`src/rtl/ppdma_pkg.sv`:
```
`timescale 1ns/1ps
package ppdma_pkg;
    typedef enum logic {
        DIR_HOST_TO_FIFO = 1'b0,
        DIR_FIFO_TO_HOST = 1'b1
    } xfer_dir_e;

    typedef struct packed {
        logic ack_prev;
        logic ior_prev;
    } strobe_st_t;

    typedef struct packed {
        logic lock;
        logic armed;
        logic set_pulse;
    } tclock_st_t;

    typedef struct packed {
        logic req;
    } top_st_t;
endpackage

```
`src/rtl/ppdma_strobe.sv`:
```
`timescale 1ns/1ps
module ppdma_strobe
    import ppdma_pkg::*;
(
    input  logic clk_i,
    input  logic rst_ni,
    input  logic dack_ni,
    input  logic ior_ni,
    input  logic tc_i,
    output logic xfer_stb_o,
    output logic tc_hit_o
);
    strobe_st_t st_d, st_q;
    logic ack_fall, ack_held, ior_fall;

    always_comb begin
        st_d          = st_q;
        st_d.ack_prev = dack_ni;
        st_d.ior_prev = ior_ni;

        ack_fall = st_q.ack_prev & ~dack_ni;
        // acknowledge already low last cycle: read strobe marks the cycle
        ack_held = ~st_q.ack_prev & ~dack_ni;
        ior_fall = st_q.ior_prev & ~ior_ni;

        xfer_stb_o = ack_fall | (ack_held & ior_fall);
        tc_hit_o   = xfer_stb_o & tc_i;
    end

    always_ff @(posedge clk_i or negedge rst_ni) begin
        if (!rst_ni) begin
            st_q <= '{ack_prev: 1'b1, ior_prev: 1'b1};
        end else begin
            st_q <= st_d;
        end
    end
endmodule

```
`src/rtl/ppdma_burst.sv`:
```
`timescale 1ns/1ps
module ppdma_burst #(
    parameter int unsigned BURST_MAX = 32,
    parameter int unsigned RECOV_CYC = 44
) (
    input  logic clk_i,
    input  logic rst_ni,
    input  logic req_q_i,
    input  logic xfer_stb_i,
    input  logic dack_ni,
    output logic rest_next_o
);
    localparam int unsigned BW = $clog2(BURST_MAX + 1);
    localparam int unsigned RW = $clog2(RECOV_CYC + 1);
    localparam logic [BW-1:0] BCNT_LAST = BW'(BURST_MAX - 1);
    localparam logic [RW-1:0] RCNT_LAST = RW'(RECOV_CYC - 1);

    typedef struct packed {
        logic [BW-1:0] bcnt;
        logic          rest;
        logic [RW-1:0] rcnt;
    } burst_st_t;

    burst_st_t st_d, st_q;
    logic      burst_end;

    always_comb begin
        st_d      = st_q;
        burst_end = xfer_stb_i & req_q_i & (st_q.bcnt == BCNT_LAST);

        if (!req_q_i) begin
            st_d.bcnt = '0;
        end else if (xfer_stb_i) begin
            st_d.bcnt = st_q.bcnt + BW'(1);
        end

        if (burst_end) begin
            st_d.rest = 1'b1;
            st_d.rcnt = '0;
        end else if (st_q.rest) begin
            if (!dack_ni) begin
                st_d.rcnt = '0;
            end else if (st_q.rcnt == RCNT_LAST) begin
                st_d.rest = 1'b0;
                st_d.rcnt = '0;
            end else begin
                st_d.rcnt = st_q.rcnt + RW'(1);
            end
        end

        rest_next_o = st_d.rest;
    end

    always_ff @(posedge clk_i or negedge rst_ni) begin
        if (!rst_ni) begin
            st_q <= '{bcnt: '0, rest: 1'b0, rcnt: '0};
        end else begin
            st_q <= st_d;
        end
    end
endmodule

```
`src/rtl/ppdma_tclock.sv`:
```
`timescale 1ns/1ps
module ppdma_tclock
    import ppdma_pkg::*;
(
    input  logic clk_i,
    input  logic rst_ni,
    input  logic tc_hit_i,
    input  logic svc_i,
    output logic lock_next_o,
    output logic irq_o,
    output logic svc_set_o
);
    tclock_st_t st_d, st_q;

    always_comb begin
        st_d           = st_q;
        st_d.set_pulse = tc_hit_i;
        if (tc_hit_i) begin
            st_d.lock  = 1'b1;
            st_d.armed = 1'b0;
        end else if (st_q.lock) begin
            if (svc_i) begin
                st_d.armed = 1'b1;
            end else if (st_q.armed) begin
                st_d.lock  = 1'b0;
                st_d.armed = 1'b0;
            end
        end
        lock_next_o = st_d.lock;
        irq_o       = st_q.lock;
        svc_set_o   = st_q.set_pulse;
    end

    always_ff @(posedge clk_i or negedge rst_ni) begin
        if (!rst_ni) begin
            st_q <= '{lock: 1'b0, armed: 1'b0, set_pulse: 1'b0};
        end else begin
            st_q <= st_d;
        end
    end
endmodule

```
`src/rtl/ppdma_requester.sv`:
```
`timescale 1ns/1ps
module ppdma_requester
    import ppdma_pkg::*;
#(
    parameter int unsigned BURST_MAX = 32,
    parameter int unsigned RECOV_CYC = 44
) (
    input  logic clk_i,
    input  logic rst_ni,
    input  logic dma_en_i,
    input  logic svc_i,
    input  logic dir_i,
    input  logic fifo_empty_i,
    input  logic fifo_full_i,
    input  logic fifo_one_i,
    input  logic dack_ni,
    input  logic ior_ni,
    input  logic tc_i,
    output logic dreq_o,
    output logic irq_o,
    output logic svc_set_o
);
    top_st_t st_d, st_q;
    logic    xfer_stb, tc_hit, rest_next, lock_next, data_ok;

    ppdma_strobe u_strobe (
        .clk_i      (clk_i),
        .rst_ni     (rst_ni),
        .dack_ni    (dack_ni),
        .ior_ni     (ior_ni),
        .tc_i       (tc_i),
        .xfer_stb_o (xfer_stb),
        .tc_hit_o   (tc_hit)
    );

    ppdma_burst #(
        .BURST_MAX (BURST_MAX),
        .RECOV_CYC (RECOV_CYC)
    ) u_burst (
        .clk_i       (clk_i),
        .rst_ni      (rst_ni),
        .req_q_i     (st_q.req),
        .xfer_stb_i  (xfer_stb),
        .dack_ni     (dack_ni),
        .rest_next_o (rest_next)
    );

    ppdma_tclock u_tclock (
        .clk_i       (clk_i),
        .rst_ni      (rst_ni),
        .tc_hit_i    (tc_hit),
        .svc_i       (svc_i),
        .lock_next_o (lock_next),
        .irq_o       (irq_o),
        .svc_set_o   (svc_set_o)
    );

    always_comb begin
        st_d = st_q;
        unique case (xfer_dir_e'(dir_i))
            DIR_FIFO_TO_HOST: data_ok = ~fifo_empty_i;
            default:          data_ok = ~fifo_full_i;
        endcase
        st_d.req = dma_en_i & ~svc_i & ~lock_next & ~rest_next & data_ok
                 & ~(xfer_stb & fifo_one_i);
        dreq_o   = st_q.req;
    end

    always_ff @(posedge clk_i or negedge rst_ni) begin
        if (!rst_ni) begin
            st_q <= '{req: 1'b0};
        end else begin
            st_q <= st_d;
        end
    end
endmodule

```
`config.mk`:
```
export PLATFORM = sky130hd
export DESIGN_NAME = ppdma_requester
export DESIGN_NICKNAME = d
export VERILOG_FILES = /design/src/rtl/ppdma_pkg.sv /design/src/rtl/ppdma_strobe.sv /design/src/rtl/ppdma_burst.sv /design/src/rtl/ppdma_tclock.sv /design/src/rtl/ppdma_requester.sv
export SDC_FILE = /design/constraint.sdc
export NUM_CORES = 1
export LEC_CHECK = 0
export BUFFER_PORTS_ARGS = -buffer_cell sky130_fd_sc_hd__buf_2
export CAP_MARGIN = 10
export CORE_AREA = 4 4 49 51
export CTS_BUF_LIST = sky130_fd_sc_hd__clkbuf_4 sky130_fd_sc_hd__clkbuf_8
export DETAILED_ROUTE_END_ITERATION = 10
export DIE_AREA = 0 0 53 55
export PLACE_DENSITY = 0.67
export SYNTH_ARGS = -nofsm -noshare
export SYNTH_HDL_FRONTEND = slang
export SYNTH_HIERARCHICAL = 1
export SYNTH_SLANG_ARGS = --single-unit
```
`constraint.sdc`:
```
create_clock -name clk_i -period 2.8 [get_ports clk_i]
set_input_delay 0.42 -clock clk_i [delete_from_list [all_inputs] [get_ports clk_i]]
set_output_delay 0.42 -clock clk_i [all_outputs]
set_load 0.005 [all_outputs]
```
==> results of run 1 <==
## Yosys cell counts, drive strengths merged
library cell,number
nand2b,7
and3,2
mux2,1
or2b,1
and2b,1
nand2,5
xnor2,3
a21o,2
mux2i,3
nand3b,1
nand3,3
buf,2
and4b,1
ha,2
nand4b,3
nor3,1
a21oi,6
inv,2
dfrtp,17
a31oi,2
dfstp,2
o21ai,2
or3b,1
or2,1
xor2,1
a21boi,1
nor2b,3
or3,2
nor2,2
nand4,3
and2,4
nor4b,1
## worst paths after layout
check / start / to / slack (ns)
worst max-delay path: u_strobe/st_q[0] / dreq_o / 0.65
max in group asynchronous: rst_ni / u_strobe/st_q[1] / 2.43
worst min-delay path: rst_ni / u_burst/st_q[3] / 0.05
worst min register to register: u_tclock/st_q[1] / u_tclock/st_q[1] / 0.53
min in group clk_i: ior_ni / u_strobe/st_q[0] / 0.23
worst max register to register: u_strobe/st_q[0] / dreq_o / 0.65
## area by class of cell
class                      instances  area [um^2]
multi-input combinational         65          459
sequential                        19          478
inverter                           2         7.51
timing repair buffer              13         65.1
tap                               27         33.8
fill                             183          868
clock buffer                       4         30.0
## through the flow
| step | hold WS (ns) | util | std cells | instance area (um^2) | total power, mW |
|---|---|---|---|---|---|
| 2_1_floorplan | 0.124 | - | 88 | 957 | 0.325 |
| 3_3_place_gp | 0.373 | 0.537 | 126 | 1040 | 0.346 |
| 3_5_place_dp | 0.381 | 0.537 | 126 | 1040 | 0.348 |
| 4_1_cts | 0.0521 | 0.553 | 130 | 1070 | 0.493 |
| 5_1_grt | 0.0506 | 0.553 | 130 | 1070 | 0.515 |
| 6_report | 0.0460 | 0.553 | 130 | 1070 | 0.483 |
## logic make-up after synthesis
logic type / count (synthesis) / share of synthesized area
DFF: 19 / 0.499
and+or+nand+nor: 42 / 0.295
xor gates and xnor gates: 4 / 0.0366
buffers and inverters: 4 / 0.0209
adders and majority gates: 2 / 0.0261
muxes: 4 / 0.0431
AOI/OAI and AO/OA: 13 / 0.0784
## state kept, by name (all words and copies together), names as in the netlist
name and count:
u_burst/st_q 13, u_strobe/st_q 2, dreq_o 1, u_tclock/irq_o 1, u_tclock/st_q 1, u_tclock/svc_set_o 1
## power by group through the flow
stage	Clock (mW)	Combinational (mW)	Sequential [mW]
after floorplan	0	0.0239	0.301
after global placement	0	0.0457	0.300
after detailed placement	0	0.0468	0.301
after CTS	0.150	0.0468	0.296
after global routing	0.165	0.0517	0.299
final	0.142	0.0457	0.296
## layer usage
metal	track usage	up-vias	routed length (um)
met3	0.0268	2	78
li1	-	339	-
met1	0.158	321	706
met4	0.0766	0	8
met5	0	-	0
met2	0.223	12	789
==> results_dict.tcl, run 1 <==
set metrics [dict create \
    synthTopCellsByArea "dfrtp_1 (44%), dfstp_2 (5.5%), nand2b_1 (3.9%), a21oi_1 (3.1%), mux2i_1 (3.1%)" \
    path_max_fanout 7 \
    syn_to_final_growth_pct 12.2 \
    synth_cells 88 \
    nNetsFinal 117 \
    vdd_drop_max_mv 0.265 \
    status "complete, no violations" \
    clk_pin_slew_ns 0.10 \
    grt_max_degree 20 \
    period_needed_ns 2.15 \
    start_kind "register" \
    drive_above_1_share 0.233 \
    worst_slack_ns 0.652 \
    netlist.top_cell.by_area "dfrtp_1" \
    htreeDepth 1 \
    ys_ff_latch 19 \
    cpPeakStageDelay_ns 0.56 \
    post-route-period-util 0.767 \
    die_w_um 53 \
    grt_overflow 0 \
    dieArea_um2 2920 \
    p_comb_frac 0.094 \
    slew_violations 0 \
    final_common_cell "dfrtp_1" \
    timing.fmax_ghz 0.466 \
    crit_arrival_ns 2.33 \
    cts_buffer_depth 2 \
    grt_pass1_wl_mm 2.82 \
    syn_avg_cell_area_um2 10.9 \
    pin_count 14 \
    gp_congestion 0.698 \
    cts_tree "done" \
    endpoint_kind "register" \
    grt_usage 0.133 \
    cts_root_buf "clkbuf_4" \
    p_leak_nw 0.513 \
    cellPowerDensity_nw_per_um2 450 \
    synth_top_cell_area_share 0.444 \
    grt_pass1_vias 639 \
    cp.required_ns 2.99 \
    drt_wl_total_mm 1.58 \
    hold_buffers 0 \
    p_int_uw 375 \
    hold_path_class "in -> async" \
    ys_seq_area_frac 0.499 \
    die_h_um 55 \
    pre_cts_slack_ns 0.604 \
    firstDrtPassIters 4 \
    drv_cap 0 \
    finalSetupViolCount 0 \
    switching_power_uw 109 \
    clockPowerShare 0.293 \
    antenna_found_initial 0 \
    routedWlPerCell_um 12.2 \
    cts_setup_buffers 0 \
    io_buffers 13 \
    rsz0062_at_grt "false" \
    dp_hpwl_mm 1.18 \
    p_seq_frac 0.613 \
    synth_fp_nets 101 \
    clkSinkCount 19 \
    cpLargestDelayFamily "simple AND/OR/NAND/NOR gates" \
    cts_buffers 3 \
    tightestPinTransition_ns 0.504 \
    via_per_inst 5.18 \
    path_class "reg -> reg" \
    finalClockSkew_ns 0.00185 \
    final_cell_mix "dfrtp_1 (17), buf_2 (13), nand2b_1 (6), a21oi_1 (6), nand2_1 (5)" \
    synth_warnings 6 \
    switching_share 0.225 \
    clk_latency_ns 0.29 \
    drtIter0Drc 9 \
    drc_errors 0 \
    synthesis.area_um2 957 \
    cp_cell_sequence "nand2b_4, a21oi_1, nand4_1, nor3_2, a21o_1, nor4b_2, and3_1" \
    crit_cells 7 \
    cts_resized 0 \
    rows 16 \
    ff2ff_path_depth 7 \
    antenna_cells 0 \
    crit_slowest_cell "dfstp_2" \
    hold_viol 0 \
    fin_setup_tns_ns 0 \
    critical_path_buf_inv_count 0 \
    yosys.cell_types.count 35 \
    drtAntennaViolNets 0 \
    core_area_um2 1940 \
    slew_headroom 0.664 \
    vias 674 \
    initial_core_util 0.493 \
]
Note: power is estimated with default switching activity, not from simulation.
==> inputs of run 2 (changes only) <==
- PLACE_DENSITY: 0.67 -> 0.7
- clock period: 2.8 -> 1.9 ns (I/O delays scaled with it)
==> run 2 against run 1 <==
Against the previous run: critical path depth shrank 1; fmax grew 18%; core utilization grew 3.9 points; sequential share of layout area shrank 3.0 points; critical path type unchanged.
==> results_dict.tcl, run 2 (synthesized netlist as in run 1, its figures left out) <==
set metrics [dict create \
    initial_core_util 0.493 \
    crit_start "u_burst/st_q[1]" \
    grt_pass1_vias 730 \
    nNetsFinal 125 \
    syn_to_final_growth_pct 20.1 \
    antenna_found_initial 0 \
    hold_path_class "in -> reg" \
    max_flop_register "u_burst/st_q" \
    path_class "reg -> reg" \
    vdd_drop_max_mv 0.419 \
    gp_congestion 0.722 \
    dieArea_um2 2920 \
    drv_cap 0 \
    routedWlPerCell_um 12.6 \
    firstDrtPassIters 4 \
    grt_use_met3 0.0429 \
    final_common_cell "dfrtp_1" \
    finalClockSkew_ns 0.00437 \
    path_max_fanout 4 \
    status "complete, no violations" \
    drtIter0Drc 10 \
    crit_arrival_ns 2.06 \
    crit_cells 6 \
    timing.fmax_ghz 0.551 \
    gr-usage-met1 0.184 \
    cp.required_ns 2.14 \
    grt_overflow 0 \
    drtAntennaViolNets 0 \
    cts_tree "done" \
    met2_usage 0.260 \
    hold_viol 0 \
    grt_pass1_wl_mm 3.19 \
    multi_input_area_um2 475 \
    core_area_um2 1940 \
    clkSinkCount 19 \
    setup.worst_path.end "dreq_o" \
    slew_headroom 0.719 \
    htreeDepth 1 \
    timing.rr.start "u_burst/st_q[1]" \
    critical_path_buf_inv_count 0 \
    largest_register_ffs 13 \
    finalSetupViolCount 0 \
    crit_slowest_cell "dfrtp_1" \
    final_cell_mix "dfrtp_1 (17), buf_2 (13), buf_4 (7), nand2b_1 (6)" \
    regArea_um2 478 \
    grt_busiest_layer "met2" \
    post-route-period-util 0.955 \
    cp_cell_sequence "ha_4, or3b_4, or2_0, a21o_1, nor4b_2, and3_1" \
    reg.largest.list "u_burst/st_q: 13 flops, u_strobe/st_q: 2 flops" \
    start_kind "register" \
    fin_setup_tns_ns 0 \
    period_needed_ns 1.82 \
    r2r_end "dreq_o" \
    rrSetupSlack_ns 0.08 \
    slew_violations 0 \
    tightestPinTransition_ns 0.421 \
    clk_pin_slew_ns 0.10 \
    cts_buffers 3 \
    cpPeakStageDelay_ns 0.43 \
    cpLargestDelayFamily "simple AND/OR/NAND/NOR gates" \
    p_leak_nw 0.550 \
    grt_max_degree 20 \
    die_h_um 55 \
    vias 714 \
    pin_count 14 \
    io_buffers 13 \
    drive_above_1_share 0.297 \
    cellPowerDensity_nw_per_um2 616 \
    ff2ff_path_depth 6 \
    cts_root_buf "clkbuf_4" \
    drc_errors 0 \
    fillers 172 \
    rsz0062_at_grt "false" \
    final_util 0.592 \
    rows 16 \
    clk_latency_ns 0.30 \
    via_per_inst 5.17 \
    drt_wl_total_mm 1.74 \
    die_w_um 53 \
    endpoint_kind "register" \
    antenna_cells 0 \
    grt_usage 0.154 \
    cts_buffer_depth 2 \
]
==> run 2: report_power, final <==
| part | internal, mW | switching [mW] |
|---|---|---|
| registers | 0.423 | 0.0124 |
| clock network | 0.0785 | 0.122 |
| logic | 0.0366 | 0.0358 |
| total | 0.538 | 0.170 |
==> run 2: timing repair <==
| item | 4_1_cts | 5_1_grt |
|---|---|---|
| resized for setup | 0 | 2 |
| hold buffers | 1 | 0 |
| buffers inserted | 0 | 0 |
| endpoints found under the hold margin | 17 | 0 |
| endpoints found under the setup margin | 0 | 1 |
==> run 2: layout make-up <==
type,instances,area share
clock inverter,1,0.00435
sequential,19,0.416
clock buffer,3,0.0196
multi-input combinational,65,0.413
tap,27,0.0294
inverter,2,0.00653
timing repair buffer,21,0.111
==> run 2: per-stage QoR <==
step	std cells	power, mW	hold WS, ns	setup WS, ns	instance area [um^2]
global placement	133	0.514	0.242	0.0933	1100
detailed placement	133	0.517	0.246	0.0373	1100
global route	138	0.746	0.0707	0.00770	1150
CTS	138	0.722	0.0710	0.0109	1140
floorplan	88	0.479	-0.0106	0.113	961
finish	138	0.709	0.0849	0.0848	1150
==> run 2: layer usage <==
metal  vias up  share of wire
met1       344           0.46
met3         5          0.036
met4         0          0.014
met2        12           0.49
met5         -              0
li1        353              -
==> run 2: worst min-delay path by stage <==
stage | from | cells after the start | to | slack, ns
finish | ior_ni | 1 | u_strobe/st_q[0] | 0.08
global route | ior_ni | 1 | u_strobe/st_q[0] | 0.07
CTS | ior_ni | 1 | u_strobe/st_q[0] | 0.07
detailed placement | rst_ni | 1 | u_burst/st_q[3] | 0.25
global placement | rst_ni | 1 | u_burst/st_q[3] | 0.24
floorplan | rst_ni | 0 | dreq_o | -0.01
==> inputs of run 3 (changes only) <==
- PLACE_DENSITY: 0.7 -> 0.67
- clock period: 1.9 -> 1.8 ns (I/O delays scaled with it)
==> run 3 against run 2 <==
Against the previous run: the run now ends with setup timing left; cell count is 2.9% higher; register-to-register slack got worse by 0.11 ns; combinational power rose by 5.1%; clock power increased by 10%; clock-buffer cell count increased by 1; setup slack got worse by 0.11 ns; sequential power up 5.7%; largest power group unchanged; highest routed layer unchanged.
==> results_dict.tcl, run 3 (synthesized netlist as in run 1, its figures left out) <==
set metrics [dict create \
    cpPeakStageDelay_ns 0.39 \
    cp.required_ns 2.03 \
    max_flop_register "u_burst/st_q" \
    crit_slowest_cell "dfrtp_1" \
    die_w_um 53 \
    fin_area_um2 1170 \
    tightestPinTransition_ns 0.414 \
    nNetsFinal 129 \
    timing.fmax_ghz 0.549 \
    htreeDepth 1 \
    path_class "reg -> reg" \
    antenna_cells 0 \
    worst_slack_ns -0.0216 \
    multi_input_area_um2 465 \
    vdd_drop_max_mv 0.520 \
    met2_usage 0.291 \
    gp_congestion 0.775 \
    switching_power_uw 173 \
    start_kind "register" \
    clk_latency_ns 0.29 \
    final_common_cell "dfrtp_1" \
    hold_viol 0 \
    path_max_fanout 2 \
    drv_cap 0 \
    crit_arrival_ns 2.05 \
    initial_core_util 0.493 \
    cellPowerDensity_nw_per_um2 647 \
    period_needed_ns 1.82 \
    clk_pin_slew_ns 0.10 \
    reg.largest.list "u_burst/st_q: 13 flops, u_strobe/st_q: 2 flops" \
    clockPowerShare 0.292 \
    gr-usage-met1 0.171 \
    routedWlPerCell_um 12.8 \
    grt_overflow 0 \
    power_uw 759 \
    syn_to_final_growth_pct 22.5 \
    regArea_um2 478 \
    cts_buffer_depth 2 \
    drtAntennaViolNets 0 \
    final_cell_mix "dfrtp_1 (17), buf_2 (13), buf_4 (11), nand2b_1 (6)" \
    core_area_um2 1940 \
    fin_cells 142 \
    slew_violations 0 \
    rows 16 \
    clkSinkCount 19 \
    cts_buffers 3 \
    switching_share 0.227 \
    cts_root_buf "clkbuf_4" \
    grt_pass1_wl_mm 3.26 \
    endpoint_kind "register" \
    post-route-period-util 1.01 \
    holdWs_ns 0.0787 \
    p_leak_nw 0.568 \
    drive_above_1_share 0.322 \
    antenna_found_initial 0 \
    post-place-cells 135 \
    pre_cts_slack_ns -0.0887 \
    p_comb_frac 0.100 \
    dp_hpwl_mm 1.37 \
    grt_pass1_vias 799 \
    dieArea_um2 2920 \
    via_per_inst 5.30 \
    pin_count 14 \
    cp_cell_sequence "nand3b_1, or3b_4, or2_0, a21o_1, nor4b_2, and3_1" \
    drc_errors 0 \
    finalClockSkew_ns 0.00190 \
    status "finished, violations left" \
    cts_tree "done" \
    grt_max_degree 20 \
    slew_headroom 0.724 \
    p_seq_frac 0.607 \
    die_h_um 55 \
    vias 753 \
    finalSetupViolCount 1 \
    grt_use_met3 0.0322 \
    placed_area_um2 1110 \
    rsz0062_at_grt "true" \
    grt_usage 0.160 \
    largest_register_ffs 13 \
    io_buffers 13 \
    violations "setup timing" \
    firstDrtPassIters 4 \
    p_int_uw 586 \
    drt_wl_total_mm 1.81 \
    fillers 177 \
    hold_path_class "in -> reg" \
    grt_busiest_layer "met2" \
    drtIter0Drc 2 \
]
==> run 3: cell count changes in the layout (fill, tap and decap cells not counted) <==
cell,previous run,this run
clkinv_2,1,0
ha_2,0,1
buf_4,7,11
clkbuf_4,3,4
ha_4,1,0
==> run 3: layout make-up <==
type	instances	share of cell area
flip-flops and latches	19	0.408
multi-input cells	65	0.397
repair buffers	25	0.134
well taps	27	0.0288
clock buffers	4	0.0256
inverters	2	0.00640
==> run 3: worst paths after layout <==
| check | from | endpoint | slack (ns) | cells after the start |
|---|---|---|---|---|
| worst min-delay path | ior_ni | u_strobe/st_q[0] | 0.08 | 1 |
| worst min register to register | u_tclock/st_q[1] | u_tclock/st_q[1] | 0.54 | 2 |
| worst max-delay path | u_burst/st_q[4] | dreq_o | -0.02 | 6 |
| min in group asynchronous | rst_ni | u_burst/st_q[4] | 0.44 | 2 |
| max in group asynchronous | rst_ni | u_strobe/st_q[1] | 1.04 | 2 |
| worst max register to register | u_burst/st_q[4] | dreq_o | -0.02 | 6 |
==> run 3: power groups by stage <==
stage	clock network [mW]	registers (mW)	logic [mW]
3_3_place_gp	0	0.468	0.0748
4_1_cts	0.235	0.461	0.0777
5_1_grt	0.261	0.464	0.0854
6_report	0.222	0.461	0.0761
3_5_place_dp	0	0.469	0.0758
2_1_floorplan	0	0.468	0.0381
==> run 3: routing by layer <==
layer  vias up  routed length [um]  part of all wire
met3         4                  58             0.032
met1       370                 770              0.43
met2        16                 944              0.52
met4         0                  38             0.021
met5         -                   0                 0
li1        363                   -                 -
==> run 3: stage by stage <==
step                utilization  TNS (ns)
floorplan                     -         0
global placement          0.574         0
detailed placement        0.574   -0.0887
CTS                       0.600   -0.0421
global route              0.604    -0.120
finish                    0.604   -0.0216
==> run 3: worst max-delay path: cells and delay by family, from the launching register on <==
kind	cells	cell delay (ns)
compound gates	1	0.18
simple gates	5	1.19
flops	1	0.39
==> run 3: what timing repair did <==
| item | CTS | global route |
|---|---|---|
| endpoints found under the setup margin | 1 | 1 |
| resized for setup | 1 | 0 |
| hold buffers | 1 | 0 |
| pin swaps | 4 | 0 |
| buffers inserted | 1 | 1 |
| hold endpoints to repair | 17 | 0 |
